$ cat src/rtl/gpc_pkg.sv
package gpc_pkg;

    // Fault-hold state of the protection sequencer
    typedef enum logic {
        HS_RUN  = 1'b0,
        HS_HOLD = 1'b1
    } hold_st_e;

    // Width of a counter that must reach the value n
    function automatic int cnt_w(input int n);
        return (n < 2) ? 1 : $clog2(n + 1);
    endfunction

endpackage

$ cat src/rtl/gpc_tick_gen.sv
module gpc_tick_gen #(
    parameter int TICK_DIV = 4
) (
    input  logic clk,
    input  logic rst,
    output logic tick
);
    localparam int CW = gpc_pkg::cnt_w(TICK_DIV);

    typedef struct packed {
        logic [CW-1:0] cnt;
        logic          tick;
    } st_t;

    st_t s_d, s_q;

    always_comb begin
        s_d = s_q;
        if (s_q.cnt == CW'(TICK_DIV - 1)) begin
            s_d.cnt  = '0;
            s_d.tick = 1'b1;
        end else begin
            s_d.cnt  = s_q.cnt + 1'b1;
            s_d.tick = 1'b0;
        end
    end

    always_ff @(posedge clk) begin
        if (rst) s_q <= '0;
        else     s_q <= s_d;
    end

    assign tick = s_q.tick;
endmodule

$ cat src/rtl/gpc_width_filter.sv
// Adopts a new input level only after it has been held for MINPW_TICKS ticks.
module gpc_width_filter #(
    parameter int MINPW_TICKS = 2
) (
    input  logic clk,
    input  logic rst,
    input  logic tick,
    input  logic raw,
    output logic filt
);
    localparam int CW = gpc_pkg::cnt_w(MINPW_TICKS);

    typedef struct packed {
        logic [CW-1:0] cnt;
        logic          lvl;
    } st_t;

    st_t s_d, s_q;

    always_comb begin
        s_d = s_q;
        if (raw == s_q.lvl) begin
            s_d.cnt = '0;
        end else if (tick) begin
            if (s_q.cnt >= CW'(MINPW_TICKS - 1)) begin
                s_d.lvl = raw;
                s_d.cnt = '0;
            end else begin
                s_d.cnt = s_q.cnt + 1'b1;
            end
        end
    end

    always_ff @(posedge clk) begin
        if (rst) s_q <= '0;
        else     s_q <= s_d;
    end

    assign filt = s_q.lvl;
endmodule

$ cat src/rtl/gpc_oc_blanker.sv
// Reports a trip once over-current has been continuously present for BLANK_TICKS ticks.
module gpc_oc_blanker #(
    parameter int BLANK_TICKS = 3
) (
    input  logic clk,
    input  logic rst,
    input  logic tick,
    input  logic oc,
    output logic trip
);
    localparam int CW = gpc_pkg::cnt_w(BLANK_TICKS);

    typedef struct packed {
        logic [CW-1:0] cnt;
    } st_t;

    st_t s_d, s_q;

    always_comb begin
        s_d = s_q;
        if (!oc)
            s_d.cnt = '0;
        else if (tick && (s_q.cnt != CW'(BLANK_TICKS)))
            s_d.cnt = s_q.cnt + 1'b1;
    end

    always_ff @(posedge clk) begin
        if (rst) s_q <= '0;
        else     s_q <= s_d;
    end

    assign trip = oc && (s_q.cnt == CW'(BLANK_TICKS));
endmodule

$ cat src/rtl/gpc_fault_timer.sv
// Holds the fault state until over-current has been absent for CLEAR_TICKS ticks.
module gpc_fault_timer #(
    parameter int CLEAR_TICKS = 20
) (
    input  logic clk,
    input  logic rst,
    input  logic tick,
    input  logic trip,
    input  logic oc,
    output logic hold
);
    import gpc_pkg::*;

    localparam int CW = cnt_w(CLEAR_TICKS);

    typedef struct packed {
        hold_st_e      st;
        logic [CW-1:0] cnt;
    } st_t;

    st_t s_d, s_q;

    always_comb begin
        s_d = s_q;
        if (trip) begin
            s_d.st  = HS_HOLD;
            s_d.cnt = '0;
        end else if (s_q.st == HS_HOLD) begin
            if (oc) begin
                s_d.cnt = '0;
            end else if (tick) begin
                if (s_q.cnt >= CW'(CLEAR_TICKS - 1)) begin
                    s_d.st  = HS_RUN;
                    s_d.cnt = '0;
                end else begin
                    s_d.cnt = s_q.cnt + 1'b1;
                end
            end
        end
    end

    always_ff @(posedge clk) begin
        if (rst) begin
            s_q.st  <= HS_RUN;
            s_q.cnt <= '0;
        end else begin
            s_q <= s_d;
        end
    end

    assign hold = (s_q.st == HS_HOLD);
endmodule

$ cat src/rtl/gate_prot_ctrl.sv
module gate_prot_ctrl #(
    parameter int NPH         = 3,
    parameter int TICK_DIV    = 4,
    parameter int MINPW_TICKS = 2,
    parameter int BLANK_TICKS = 3,
    parameter int CLEAR_TICKS = 20
) (
    input  logic           clk,
    input  logic           rst,
    input  logic [NPH-1:0] hin,
    input  logic [NPH-1:0] lin,
    input  logic           oc_flag,
    input  logic           uv_ctrl,
    input  logic [NPH-1:0] uv_hi,
    output logic [NPH-1:0] gate_hi,
    output logic [NPH-1:0] gate_lo,
    output logic           fault_n
);
    logic           tick;
    logic           trip;
    logic           hold;
    logic [NPH-1:0] hf;
    logic [NPH-1:0] lf;

    gpc_tick_gen #(.TICK_DIV(TICK_DIV)) u_tick (
        .clk (clk), .rst (rst), .tick (tick)
    );

    for (genvar p = 0; p < NPH; p++) begin : g_filt
        gpc_width_filter #(.MINPW_TICKS(MINPW_TICKS)) u_hf (
            .clk (clk), .rst (rst), .tick (tick), .raw (hin[p]), .filt (hf[p])
        );
        gpc_width_filter #(.MINPW_TICKS(MINPW_TICKS)) u_lf (
            .clk (clk), .rst (rst), .tick (tick), .raw (lin[p]), .filt (lf[p])
        );
    end

    gpc_oc_blanker #(.BLANK_TICKS(BLANK_TICKS)) u_blank (
        .clk (clk), .rst (rst), .tick (tick), .oc (oc_flag), .trip (trip)
    );

    gpc_fault_timer #(.CLEAR_TICKS(CLEAR_TICKS)) u_timer (
        .clk (clk), .rst (rst), .tick (tick), .trip (trip), .oc (oc_flag), .hold (hold)
    );

    typedef struct packed {
        logic [NPH-1:0] arm_hi;
        logic [NPH-1:0] arm_lo;
        logic [NPH-1:0] g_hi;
        logic [NPH-1:0] g_lo;
        logic           flt_n;
    } st_t;

    st_t  s_d, s_q;
    logic blk;

    always_comb begin
        s_d   = s_q;
        blk   = hold | trip | uv_ctrl;
        s_d.flt_n = ~blk;
        for (int p = 0; p < NPH; p++) begin
            // re-arm on a low command; drop the arm whenever protection blocks
            if (blk || uv_hi[p])  s_d.arm_hi[p] = 1'b0;
            else if (!hf[p])      s_d.arm_hi[p] = 1'b1;
            if (blk)              s_d.arm_lo[p] = 1'b0;
            else if (!lf[p])      s_d.arm_lo[p] = 1'b1;

            s_d.g_hi[p] = ~blk & ~uv_hi[p] & s_q.arm_hi[p] & hf[p] & ~lf[p];
            s_d.g_lo[p] = ~blk & s_q.arm_lo[p] & lf[p] & ~hf[p];
        end
    end

    always_ff @(posedge clk) begin
        if (rst) begin
            s_q       <= '0;
            s_q.flt_n <= 1'b1;
        end else begin
            s_q <= s_d;
        end
    end

    assign gate_hi = s_q.g_hi;
    assign gate_lo = s_q.g_lo;
    assign fault_n = s_q.flt_n;
endmodule

$ cat config.mk
export PLATFORM = sky130hd
export DESIGN_NAME = gate_prot_ctrl
export DESIGN_NICKNAME = d
export VERILOG_FILES = /design/src/rtl/gpc_pkg.sv /design/src/rtl/gpc_tick_gen.sv /design/src/rtl/gpc_width_filter.sv /design/src/rtl/gpc_oc_blanker.sv /design/src/rtl/gpc_fault_timer.sv /design/src/rtl/gate_prot_ctrl.sv
export SDC_FILE = /design/constraint.sdc
export NUM_CORES = 1
export LEC_CHECK = 0
export ABC_AREA = 1
export BUFFER_PORTS_ARGS = -buffer_cell sky130_fd_sc_hd__buf_2
export CAP_MARGIN = 20
export CORE_MARGIN = 2
export CORE_UTILIZATION = 30
export DETAILED_ROUTE_END_ITERATION = 10
export GPL_TIMING_DRIVEN = 0
export PLACE_DENSITY = 0.53
export SLEW_MARGIN = 25
export SYNTH_ARGS = -nofsm -noshare
export SYNTH_HDL_FRONTEND = slang
export SYNTH_SLANG_ARGS = --single-unit
$ cat constraint.sdc
create_clock -name clk -period 3 [get_ports clk]
set_input_delay 0 -clock clk [delete_from_list [all_inputs] [get_ports clk]]
set_output_delay 0 -clock clk [all_outputs]
set_load 0.05 [all_outputs]
==> flow_summary.json <==
{
  "run_status": "finished clean",
  "regToRegSetupSlack_ns": 1.79,
  "die-area_mm2": 0.00708,
  "synth.ff_latch_count": 43,
  "synth.area.top_cells": "sky130_fd_sc_hd__dfxtp_1 (45%), sky130_fd_sc_hd__inv_1 (7.8%), sky130_fd_sc_hd__a21oi_1 (7.5%), sky130_fd_sc_hd__ha_1 (6.5%), sky130_fd_sc_hd__nand2_1 (6.0%)",
  "num_rows": 29,
  "num_io_pins": 20,
  "share_seq_of_total_power_pct": 57.0,
  "fin_total_pwr_mw": 1.03,
  "worstRegToRegCells": 6,
  "cts_repair_resize_count": 0,
  "worst_slew_margin_rel_pct": 80.3,
  "grt_antenna_before_repair": 0,
  "insertedDiodeCount": 0,
  "post_synth_num_cell_types": 23,
  "period_needed_ns": 1.21,
  "htreeDepth": 2,
  "ys_async_sr_fraction_pct": 0,
  "power_per_cell_area_mw_per_mm2": 447,
  "cp_num_buf_inv": 0,
  "sequential_fraction_of_the_synthesis_area_pct": 44.6,
  "setup_violations": 0,
  "clock_skew_ns": 0.00630,
  "power.combinational.fraction_pct": 7.4,
  "worst_setup_path_start_kind": "flop",
  "clkTransAtPathRegs_ns": 0.08,
  "class_of_the_tightest_hold_or_removal_check": "input pin to flop",
  "timing.rr.start": "u_blank.s_q[0]$_SDFFE_PP0P_",
  "synth_enable_flop_cells": 0,
  "timing.critical_path.cells": "ha_1 -> nand2_1 -> nand2_1 -> nor2_2 -> nand2_2 -> nor4_2",
  "finalHoldViolations": 0,
  "cpMostUsedCell": "sky130_fd_sc_hd__nand2_1",
  "cp_slowest_stage_delay_ns": 0.32,
  "clock_tree_buf_depth": 2,
  "min_delay_worst_endpoint": "u_timer.s_q[2]$_SDFFE_PP0P_",
  "cts_sinks": 43,
  "grt_pass1_vias": 1422,
  "cts-root-buf": "sky130_fd_sc_hd__clkbuf_8",
  "postSynth.topFlopCell": "sky130_fd_sc_hd__dfxtp_1",
  "end_kind": "flop",
  "drive_above_1_share_pct": 19.1,
  "critical_path_required_ns": 3.21,
  "worst_slew_pin_slew_ns": 0.293,
  "die_width_um": 84.2,
  "critical_path_arrival_ns": 1.42,
  "wirelength_um": 3630,
  "grt_setup_unrepaired": "false",
  "p_leak_nw": 0.953,
  "grt_overflow": 0,
  "tritoncts": "yes",
  "globalplace.congestion": 0.775,
  "drtPass1Iterations": 4,
  "critical_path.max_fanout": 9,
  "worst_path_dominant_cell_family": "simple AND/OR/NAND/NOR gates",
  "final_antenna_net_count": 0,
  "setup_total_negative_slack_ns": 0,
  "cts.hold.buffers_added": 9,
  "core_mm2": 0.00628,
  "layout_worst_path_cycle_share_pct": 40.3,
  "layout.filler_cells": 660,
  "worst_skew_pair.late_latency_ns": 0.30,
  "switchingPower_mw": 0.252,
  "tritoncts.num_buffers": 5,
  "fp.dieH_um": 84.2,
  "routed_wire_length_per_instance_um": 10.1,
  "post-route-drc-count": 0,
  "mappedNetlistNets": 270,
  "grt_max_degree": 15,
  "nets": 305,
  "cp_slowest_cell": "sky130_fd_sc_hd__dfxtp_1",
  "netlist.area_leader.share_pct": 44.6,
  "first_pass_grt_wire_length_um": 6350,
  "netlist_instances": 247,
  "synth_top_cells_by_count": "sky130_fd_sc_hd__dfxtp_1 (43), sky130_fd_sc_hd__inv_1 (40), sky130_fd_sc_hd__nand2_1 (31)",
  "report.final.slew_viol_count": 0,
  "worstSetupPathType": "flop to flop",
  "fmax_mhz": 828,
  "synth.avg_cell_area_um2": 7.81,
  "ys.warnings.count": 0,
  "post_synth_instance_area_mm2": 0.00193,
  "worstReg2RegEnd": "gate_lo[2]$_SDFF_PP0_",
  "number_of_vias_per_cell": 4.39,
  "yosys.area.top_type": "sky130_fd_sc_hd__dfxtp_1",
  "hold_path.startpoint": "rst",
  "ir_drop_v": 0.000175,
  "place.detailed.hpwl_um": 2610,
  "most_frequently_used_cell_type_in_the_post_synthesis_netlist": "sky130_fd_sc_hd__dfxtp_1",
  "power.share.switching_pct": 24.6,
  "clockPowerShare_pct": 35.6,
  "hold_depth": 4,
  "areaGrowthSynthToFinish_pct": 19.2,
  "portBuffers": 19,
  "initial_util_pct": 30.7,
  "post_cts_repair_setup_buffers": 0,
  "internal_dissipation_mw": 0.775,
  "drt-initial-drc-count": 51,
  "detailroute.via_count": 1580,
  "max_cap_viol_count": 0,
  "gr-usage-all-layers_pct": 11.3
}
[kinds of logic after synthesis]
kind of cell | count (synthesis) | synth area share [%]
and+or+nand+nor | 91 | 22.7
adders and majority gates | 10 | 6.49
DFF | 43 | 44.6
buffers and inverters | 54 | 12.5
AOI/OAI and AO/OA | 49 | 13.7
[power by group through the flow]
stage               registers, mW  logic, mW  clock network, mW
global placement            0.599     0.0670                  0
global route                0.588     0.0879              0.407
CTS                         0.586     0.0774              0.381
detailed placement          0.599     0.0685                  0
floorplan                   0.601     0.0417                  0
finish                      0.586     0.0759              0.365
[routing by layer]
metal,share of wire (%),GRT usage (%),vias to the layer above
li1,-,-,862
met1,49,13.6,688
met2,46,18.5,26
met3,3.8,3.54,4
met4,1.9,4.84,0
met5,0,0,-
[state kept, by name, summed over array words and instances (netlist names)]
register          flops
g_filt.u_hf.s_q       6
g_filt.u_lf.s_q       6
s_q                   6
u_timer.s_q           5
g_filt.u_hf.filt      3
g_filt.u_lf.filt      3
gate_hi               3
gate_lo               3
u_tick.s_q            3
u_blank.s_q           2
fault_n               1
u_tick.tick           1
u_timer.hold          1
[metrics by stage]
step	hold slack (ns)	setup slack [ns]	cells	util, %	instance area [um2]
floorplan	0.0730	1.92	247	-	1930
global placement	0.200	1.79	343	33.8	2120
detailed placement	0.202	1.75	343	33.8	2120
CTS	0.0346	1.74	360	36.6	2300
global route	0.0476	1.60	360	36.6	2300
finish	0.0381	1.79	360	36.6	2300
[cells in the final DEF (no fill, tap or decap), types with 2 or more instances in the layout]
master and instances:
sky130_fd_sc_hd__nand4_1 4, sky130_fd_sc_hd__dlygate4sd3_1 9, sky130_fd_sc_hd__nor3_1 9, sky130_fd_sc_hd__a21oi_1 29, sky130_fd_sc_hd__nand2_4 2, sky130_fd_sc_hd__o21ai_0 16, sky130_fd_sc_hd__buf_2 22, sky130_fd_sc_hd__ha_1 10
sky130_fd_sc_hd__clkinvlp_4 2, sky130_fd_sc_hd__inv_2 3, sky130_fd_sc_hd__inv_1 40, sky130_fd_sc_hd__dfxtp_1 43, sky130_fd_sc_hd__nand2_1 31, sky130_fd_sc_hd__nand3_1 10, sky130_fd_sc_hd__nor2_1 27, sky130_fd_sc_hd__buf_4 7
sky130_fd_sc_hd__nor2_2 2, sky130_fd_sc_hd__a211oi_2 2, sky130_fd_sc_hd__nor4_2 3, sky130_fd_sc_hd__clkbuf_8 5
[worst reg2reg max path, stage by stage, from the launching register on]
cell	delay, ns
sky130_fd_sc_hd__dfxtp_1	0.32
sky130_fd_sc_hd__ha_1	0.20
sky130_fd_sc_hd__nand2_1	0.10
sky130_fd_sc_hd__nand2_1	0.07
sky130_fd_sc_hd__nor2_2	0.12
sky130_fd_sc_hd__nand2_2	0.15
sky130_fd_sc_hd__nor4_2	0.17
[area by class of cell]
cell class | count | area, um2 | share of cell area [%]
Sequential cell | 43 | 861 | 37.5
Multi-Input combinational cell | 150 | 827 | 36.0
Timing Repair Buffer | 28 | 185 | 8.06
Inverter | 43 | 161 | 7.02
Tap cell | 77 | 96.3 | 4.19
Buffer | 11 | 78.8 | 3.43
Clock buffer | 5 | 68.8 | 2.99
Clock inverter | 3 | 20.0 | 0.871
[how the worst max path moves through the flow]
stage                                      startpoint                     endpoint  slack, ns  depth (start not counted)
after floorplan           u_timer.s_q[0]$_SDFFE_PP0P_  u_timer.s_q[1]$_SDFFE_PP0P_       1.92                          6
after global placement    u_blank.s_q[0]$_SDFFE_PP0P_        gate_lo[2]$_SDFF_PP0_       1.79                          6
after detailed placement  u_blank.s_q[0]$_SDFFE_PP0P_        gate_lo[2]$_SDFF_PP0_       1.75                          6
after CTS                 u_blank.s_q[0]$_SDFFE_PP0P_        gate_lo[2]$_SDFF_PP0_       1.74                          6
after global routing      u_blank.s_q[0]$_SDFFE_PP0P_        gate_lo[1]$_SDFF_PP0_       1.60                          6
final                     u_blank.s_q[0]$_SDFFE_PP0P_        gate_lo[2]$_SDFF_PP0_       1.79                          6
Note: power is estimated with default switching activity, not from simulation.
